<file path="config.mk">
export PLATFORM = sky130hd
export DESIGN_NAME = gport_req_sched
export DESIGN_NICKNAME = d
export VERILOG_FILES = /design/src/rtl/gport_req_sched.sv
export SDC_FILE = /design/constraint.sdc
export NUM_CORES = 1
export LEC_CHECK = 0
export BUFFER_PORTS_ARGS = -buffer_cell sky130_fd_sc_hd__buf_4
export CORE_MARGIN = 10
export CORE_UTILIZATION = 60
export DETAILED_ROUTE_END_ITERATION = 10
export PLACE_DENSITY = 0.9
export RECOVER_POWER = 25
export SYNTH_ARGS = -nofsm -noshare
export SYNTH_HDL_FRONTEND = slang
export SYNTH_SLANG_ARGS = --single-unit
</file>
<file path="constraint.sdc">
create_clock -name clk -period 3.9 [get_ports clk]
set_clock_uncertainty 0.2 [all_clocks]
set_input_delay 0 -clock clk [delete_from_list [all_inputs] [get_ports clk]]
set_output_delay 0 -clock clk [all_outputs]
set_load 0.02 [all_outputs]
</file>
<file path="src/rtl/gport_req_sched.sv">
module gport_req_sched #(
  parameter int TAG_W  = 4,
  parameter int ADDR_W = 32,
  parameter int DEPTH  = 4
) (
  input  logic              clk,
  input  logic              rst,
  input  logic              hpr_valid,
  output logic              hpr_ready,
  input  logic [TAG_W-1:0]  hpr_tag,
  input  logic [ADDR_W-1:0] hpr_addr,
  input  logic              hpr_wr,
  input  logic              hpw_valid,
  output logic              hpw_ready,
  input  logic [TAG_W-1:0]  hpw_tag,
  input  logic [ADDR_W-1:0] hpw_addr,
  input  logic              hpw_wr,
  input  logic              lpa_valid,
  output logic              lpa_ready,
  input  logic [TAG_W-1:0]  lpa_tag,
  input  logic [ADDR_W-1:0] lpa_addr,
  input  logic              lpa_wr,
  input  logic              pci_valid,
  output logic              pci_ready,
  input  logic [TAG_W-1:0]  pci_tag,
  input  logic [ADDR_W-1:0] pci_addr,
  input  logic              pci_wr,
  output logic              iss_valid,
  input  logic              iss_ready,
  output logic [1:0]        iss_cls,
  output logic [TAG_W-1:0]  iss_tag,
  output logic [ADDR_W-1:0] iss_addr,
  output logic              iss_wr,
  input  logic              xfer_done
);
  localparam int NQ    = 4;
  localparam int ENT_W = TAG_W + ADDR_W + 1;
  localparam int PTR_W = (DEPTH > 1) ? $clog2(DEPTH) : 1;
  localparam int CNT_W = $clog2(DEPTH + 1);

  typedef enum logic [1:0] {S_IDLE, S_OFFER, S_RUN} st_t;

  st_t              st;
  logic             pref_hw, pref_pci;
  logic [1:0]       grant;
  logic             take;
  logic [NQ-1:0]    in_v, in_rdy, pop, nonempty;
  logic [ENT_W-1:0] in_d [NQ];
  logic [ENT_W-1:0] head [NQ];

  assign in_v  = {pci_valid, lpa_valid, hpw_valid, hpr_valid};
  assign in_d[0] = {hpr_wr, hpr_tag, hpr_addr};
  assign in_d[1] = {hpw_wr, hpw_tag, hpw_addr};
  assign in_d[2] = {lpa_wr, lpa_tag, lpa_addr};
  assign in_d[3] = {pci_wr, pci_tag, pci_addr};
  assign {pci_ready, lpa_ready, hpw_ready, hpr_ready} = in_rdy;

  for (genvar q = 0; q < NQ; q++) begin : g_q
    logic [ENT_W-1:0] mem [DEPTH];
    logic [PTR_W-1:0] rd, wr;
    logic [CNT_W-1:0] cnt;
    logic             push;

    assign push        = in_v[q] && in_rdy[q];
    assign in_rdy[q]   = cnt < CNT_W'(DEPTH);
    assign nonempty[q] = cnt != '0;
    assign head[q]     = mem[rd];
    assign pop[q]      = take && (grant == 2'(q));

    always_ff @(posedge clk) begin
      if (rst) begin
        rd  <= '0;
        wr  <= '0;
        cnt <= '0;
      end else begin
        if (push) wr <= (wr == PTR_W'(DEPTH - 1)) ? '0 : wr + 1'b1;
        if (pop[q]) rd <= (rd == PTR_W'(DEPTH - 1)) ? '0 : rd + 1'b1;
        if (push && !pop[q]) cnt <= cnt + 1'b1;
        else if (!push && pop[q]) cnt <= cnt - 1'b1;
      end
    end

    always_ff @(posedge clk)
      if (!rst && push) mem[wr] <= in_d[q];
  end

  always_comb begin
    if (nonempty[0] && nonempty[1]) grant = pref_hw ? 2'd1 : 2'd0;
    else if (nonempty[0])           grant = 2'd0;
    else if (nonempty[1])           grant = 2'd1;
    else if (nonempty[2] && nonempty[3]) grant = pref_pci ? 2'd3 : 2'd2;
    else if (nonempty[3])           grant = 2'd3;
    else                            grant = 2'd2;
  end

  assign take      = (st == S_IDLE) && (|nonempty);
  assign iss_valid = (st == S_OFFER);

  always_ff @(posedge clk) begin
    if (rst) begin
      st       <= S_IDLE;
      pref_hw  <= 1'b0;
      pref_pci <= 1'b0;
    end else begin
      case (st)
        S_IDLE: if (take) begin
          st <= S_OFFER;
          if (!grant[1]) pref_hw  <= ~grant[0];
          else           pref_pci <= ~grant[0];
        end
        S_OFFER: if (iss_ready) st <= S_RUN;
        S_RUN:   if (xfer_done) st <= S_IDLE;
        default: st <= S_IDLE;
      endcase
    end
  end

  always_ff @(posedge clk)
    if (take) begin
      iss_cls <= grant;
      {iss_wr, iss_tag, iss_addr} <= head[grant];
    end
endmodule


</file>
# After elaboration in Yosys (flattened, before gate mapping)
# Memory sizes are Yosys's and may differ from the RTL's. A register that Yosys moved wholly into a read port is not among the register bits.
# Cells that the tools add are included.
classes:
  multipliers: 0
  order_cmp: 5
  n_reduce_logical: 46
  add_sub_neg: 16
  n_eq_ne: 16
  n_div: 0
  shift: 0
  n_bitwise: 3
  n_mux: 46
op_table:
  columns: ["op", "count"]
  rows:
  - ["$bmux 37 s2", 1]
  - ["$mux 37", 2]
  - ["$mux 2", 22]
  - ["$mux 3", 8]
  - ["$logic_and 1x1->1", 23]
  - ["$eq 2x2->1 const B", 11]
  - ["$add 2x1->2 const B", 8]
  - ["$add 3x1->3 const B", 4]
  - ["$lt 3x3->1 const B", 4]
  - ["$mux 1", 12]
  - ["$reduce_bool 3->1", 4]
  - ["$sub 3x1->3 const B", 4]
  - ["$logic_not 1->1", 9]
  - ["$reduce_and 3->1", 3]
  - ["$reduce_bool 2->1", 4]
  - ["$pmux 2 s3", 1]
  - ["$eq 2x1->1 const B", 2]
  - ["$logic_not 2->1", 2]
  - ["$ne 2x2->1 const B", 2]
  - ["$reduce_or 4->1", 1]
  - ["$ge 3x3->1 const B", 1]
  - ["$not 2->3", 1]
  - ["$ne 2x1->1 const B", 1]
  - ["$not 1->1", 2]
totals:
  mem_bits_ro: 0
  out_inout_bits: 44
  memories: 4
  ram_bits: 592
  register_bits: 71
  latchBits: 0
  wordCells: 155
  inputBits: 156
mem_list:
  columns: ["name", "depth", "word_bits", "read_ports", "rd_ports_with_merged_regs", "wr", "line_no", "source"]
  rows:
  - ["g_q[0].mem", 4, 37, 1, 1, 1, "59", "logic [ENT_W-1:0] mem [DEPTH];"]
  - ["g_q[1].mem", 4, 37, 1, 1, 1, "59", null]
  - ["g_q[2].mem", 4, 37, 1, 1, 1, "59", null]
  - ["g_q[3].mem", 4, 37, 1, 1, 1, "59", null]

# Longest topological paths before layout
depth:
  word_depth: 11
  depth_mapped: 12
  ltp_nobuf: 10

# Worst setup path after synthesis
# No wires, ideal clock.
synth_path:
  path_type: "reg2reg"
  startpoint: "reg g_q[0].cnt[0]"
  endpoint: "reg iss_addr[0] (enable)"
  path_buffers: 1
  t_arrival_ns: 2.823
  stages_incl_launch_ff: 6
  period_less_slack_ns: 3.472
  required_time_ns: 3.252
  path_slack_ns: 0.428
  setup_time_ns: 0.448
  path_cell_list: "dfxtp_1 > nor3_4 > nand2_1 > inv_2 > buf_2 > a21oi_1"
synth_via:
  elab_chain_cells: 3
synth_rtl:
  columns: ["item", "line_no", "source"]
  rows:
  - ["from (decl)", "61", "logic [CNT_W-1:0] cnt;"]
  - ["from (signal assigned)", "78", "if (push && !pop[q]) cnt <= cnt + 1'b1;"]
  - ["from (signal assigned)", "79", "else if (!push && pop[q]) cnt <= cnt - 1'b1;"]
  - ["$reduce_bool 3->1", "66", "assign nonempty[q] = cnt != '0;"]
  - ["$reduce_or 4->1", "96", "assign take = (st == S_IDLE) && (|nonempty);"]
  - ["$logic_and 1x1->1", "96", null]
  - ["to (signal assigned)", "121", "{iss_wr, iss_tag, iss_addr} <= head[grant];"]
  - ["to (decl)", "32", "output logic [ADDR_W-1:0] iss_addr,"]
# No other way between the ends.
# A chain may end at the register's enable or synchronous reset.

# Final worst setup path
layout_path:
  startpoint: "reg g_q[1].cnt[0]"
  endpoint: "reg g_q[1].cnt[2]"
layout_via:
  elab_chain_cells: 9
  elab_cells_between_ends: 20
  classes_between: "add/sub: 2; order compare: 1; eq/ne: 1; mux: 5; reduce/logical: 11"
layout_rtl:
  columns: ["item", "line_no", "source"]
  rows:
  - ["from (decl)", "61", null]
  - ["from (signal assigned)", "78", null]
  - ["from (signal assigned)", "79", null]
  - ["$reduce_bool 3->1", "66", null]
  - ["$mux 2", "90", "else if (nonempty[1]) grant = 2'd1;"]
  - ["$mux 2", "89", "else if (nonempty[0]) grant = 2'd0;"]
  - ["$mux 2", "88", "if (nonempty[0] && nonempty[1]) grant = pref_hw ? 2'd1 : 2'd0;"]
  - ["$eq 2x1->1", "68", "assign pop[q] = take && (grant == 2'(q));"]
  - ["$logic_and 1x1->1", "68", null]
  - ["$logic_not 1->1", "78", null]
  - ["$logic_and 1x1->1", "78", null]
  - ["$mux 3 / $reduce_bool 2->1 (equally long branches)", null, null]
# Several ways; a longest one is shown, not always the timed one. The select of a mux whose other input is x is not followed.

==> impl_metrics.env <==
export IMPL_cp_end_kind="flip-flop"
export IMPL_yosysSeqAreaShare_pct=76.76
export IMPL_path_class="reg2reg"
export IMPL_hold_path_endpoint="g_q[1].mem[3][26]$_DFFE_PP_"
export IMPL_routabilityCongestion=0.8096
export IMPL_hp_class="in2reg"
export IMPL_period_share_pct=75.18
export IMPL_grt_pass1_wl_um=97910
export IMPL_initial_core_util_pct=61.06
export IMPL_worstPathRequired_ns=4.20
export IMPL_area_growth_pct=26.60
export IMPL_cts_path_max_buffers=3
export IMPL_rows=75
export IMPL_dr_pass1_iters=5
export IMPL_post_synth_top_area_cell="edfxtp_1"
export IMPL_r2r_setup_slack_ns=0.97
export IMPL_drtIter0Drc=1921
export IMPL_vias=14390
export IMPL_netlist_top_cells_count="edfxtp_1 (631), mux4_2 (131), nand3_1 (76)"
export IMPL_ir_worst_vdd_mv=0.5979
export IMPL_die_y_um=227.1
export IMPL_remaining_drc_errors=0
export IMPL_synth_edff_count=631
export IMPL_worstPathArrival_ns=3.23
export IMPL_post_drt_wl_per_cell_um=28.31
export IMPL_synth_area_leaders="edfxtp_1 (74%), mux4_2 (11%), dfxtp_1 (3.1%)"
export IMPL_wirelength_um=65210
export IMPL_viasPerCell=6.250
export IMPL_overflow=0
export IMPL_h_tree_depth=3
export IMPL_ys_types=49
export IMPL_grt_util_all_layers_pct=26.03
export IMPL_reg2reg_depth=9
export IMPL_critPathLaunch="g_q[1].cnt[0]$_SDFFE_PP0P_"
export IMPL_placed_area_sq_um=27710
export IMPL_syn_area_sq_um=25730
export IMPL_grt_max_degree=40
export IMPL_tritoncts_num_buffers=66
export IMPL_ant_nets=0
export IMPL_hold_violations=0
export IMPL_ios=200
export IMPL_slew_headroom_pct=16.99
export IMPL_power_mw=21.06
export IMPL_die_area_sq_um=51560
export IMPL_fmax_ghz=0.3411
export IMPL_hp_start="hpw_addr[26]"
export IMPL_timing_rr_end="g_q[1].cnt[2]$_SDFFE_PP0P_"
export IMPL_min_path_cells=2
export IMPL_synthArstFlopShare_pct=0
export IMPL_rsz0062_at_grt="no"
export IMPL_clk_pin_slew_worst_paths_ns=0.06
export IMPL_worstSetupStartpointType="flip-flop"
export IMPL_drive_gt1_share_pct=25.07
export IMPL_tightestPinTransition_ns=1.245
export IMPL_synth_top_area_share_pct=73.65
export IMPL_status="finished, final reports clean"
export IMPL_die_x_um=227.1
export IMPL_synthCells=1202
export IMPL_finalMaxSlewViolations=0
export IMPL_synth_nets=1386
export IMPL_cts_root_buf="clkbuf_16"
export IMPL_cts_tree="yes"
export IMPL_grt_pass1_vias=15320
export IMPL_min_period_ns=2.932
export IMPL_port_buffer_count=199
export IMPL_antenna_found_initial=3
export IMPL_synthFlopType="edfxtp_1"
export IMPL_worstSkewPairLatency_ns=0.59
export IMPL_nets=1897
export IMPL_cellLeakagePower_nw=11.07
export IMPL_synth_area_per_cell_sq_um=21.40
export IMPL_core_sq_um=42130
export IMPL_yosys_register_bits=671
export IMPL_final_area_sq_um=32570
export IMPL_r2r_start="g_q[1].cnt[0]$_SDFFE_PP0P_"
export IMPL_clock_sinks=671
export IMPL_post_cts_buffers=0
export IMPL_dp_hpwl_um=36630
export IMPL_power_density_nw_per_um2=646.6
export IMPL_yosys_warnings=0
export IMPL_setup_viol=0
export IMPL_cp_max_fo=38
export IMPL_yosysMostFrequentCell="edfxtp_1"
export IMPL_maxCapViolCount=0
export IMPL_setup_tns_ns=0
critical path: stages, from the launching register on:
cell     delay, ns
dfxtp_1       0.36
or3_1         0.55
o21a_4        0.36
nand2_1       0.13
ha_1          0.19
inv_1         0.06
fa_1          0.38
xor2_1        0.18
or3_1         0.30
a21oi_1       0.14
worst max-delay path by stage:
stage / end / depth (start not counted) / slack, ns
after floorplan: iss_addr[0]$_DFFE_PN_ / 5 / 0.43
after global placement: g_q[1].cnt[2]$_SDFFE_PP0P_ / 9 / 1.08
after detailed placement: g_q[1].cnt[2]$_SDFFE_PP0P_ / 9 / 0.98
after CTS: g_q[1].cnt[2]$_SDFFE_PP0P_ / 9 / 0.95
after global routing: g_q[1].cnt[2]$_SDFFE_PP0P_ / 9 / 0.81
final: g_q[1].cnt[2]$_SDFFE_PP0P_ / 9 / 0.97
cells by family after synthesis:
group	Yosys count	synth area share (%)
multiplexers	157	13.55
flip-flops	671	76.76
AND/OR/NAND/NOR	168	3.550
adder cells (fa/ha/maj)	28	1.478
XOR/XNOR	8	0.2723
AO/OA/AOI/OAI	90	2.539
buffers and inverters	80	1.848
per-layer routing:
layer / up-vias / part of all wire (%) / global-route usage (%)
met1: 7408 / 35 / 31.54
met4: 4 / 4.1 / 10.62
met3: 154 / 8.4 / 5.237
li1: 6001 / - / -
met2: 826 / 53 / 45.30
met5: - / 0.046 / 0
stage by stage:
stage / hold WS, ns / setup WS, ns / instances / utilization [%]
after global routing: 0.07908 / 0.8083 / 2302 / 77.30
after floorplan: -0.1011 / 0.4284 / 1202 / -
after global placement: -0.001457 / 1.083 / 1898 / 65.76
after detailed placement: 0.002543 / 0.9843 / 1898 / 65.76
after CTS: 0.000006550 / 0.9542 / 2302 / 77.56
final: 0.06345 / 0.9681 / 2303 / 77.31
sequential cells by signal, indices dropped and copies added, names as in the netlist, named ones only:
| signal | flops |
|---|---|
| pref_hw | 1 |
| st | 2 |
| g_q.rd | 8 |
| iss_cls | 2 |
| pref_pci | 1 |
| iss_tag | 4 |
| g_q.mem | 592 |
| iss_addr | 32 |
| iss_wr | 1 |
| g_q.wr | 8 |
| g_q.cnt | 12 |
final cells by class:
class                   count  area [sq um]
diodes                      1         2.502
inverters                  22         82.58
clock inverters            30         270.3
fillers                  2133          9562
well taps                 539         674.4
repair buffers            501          4405
clock buffers              88          1839
multi-input cells         451          5543
flip-flops and latches    671         19760
power breakdown:
group | switching, mW | internal, mW
sequential | 0.570 | 8.80
combinational | 3.08 | 2.33
clock | 2.63 | 3.65
timing repair:
item,CTS,global route
gates resized for setup,0,0
setup endpoints to repair,0,0
hold buffers,286,0
hold endpoints to repair,632,0
cells in the final DEF, fill, tap and decap left out, types with 7 or more instances in the layout:
cell type / netlist / final
mux4_1: 17 / 17
nor2_1: 24 / 24
o21ai_0: 8 / 8
clkbuf_1: 7 / 45
dfxtp_1: 40 / 35
clkbuf_16: 0 / 70
a22oi_1: 23 / 23
or3_1: 9 / 9
and2_2: 0 / 16
a22o_1: 13 / 13
nor2b_1: 14 / 14
nand3_1: 76 / 76
a21oi_1: 20 / 19
nor3_1: 7 / 7
inv_1: 21 / 21
a211o_1: 13 / 13
clkinv_2: 0 / 13
clkbuf_4: 0 / 64
buf_4: 10 / 119
xor2_1: 8 / 8
nand2_1: 7 / 7
mux4_2: 131 / 131
ha_1: 24 / 24
dlygate4sd3_1: 0 / 286
edfxtp_1: 631 / 631
clkinv_1: 0 / 10
mux2i_1: 9 / 9
Note: power is estimated with default switching activity, not from simulation.
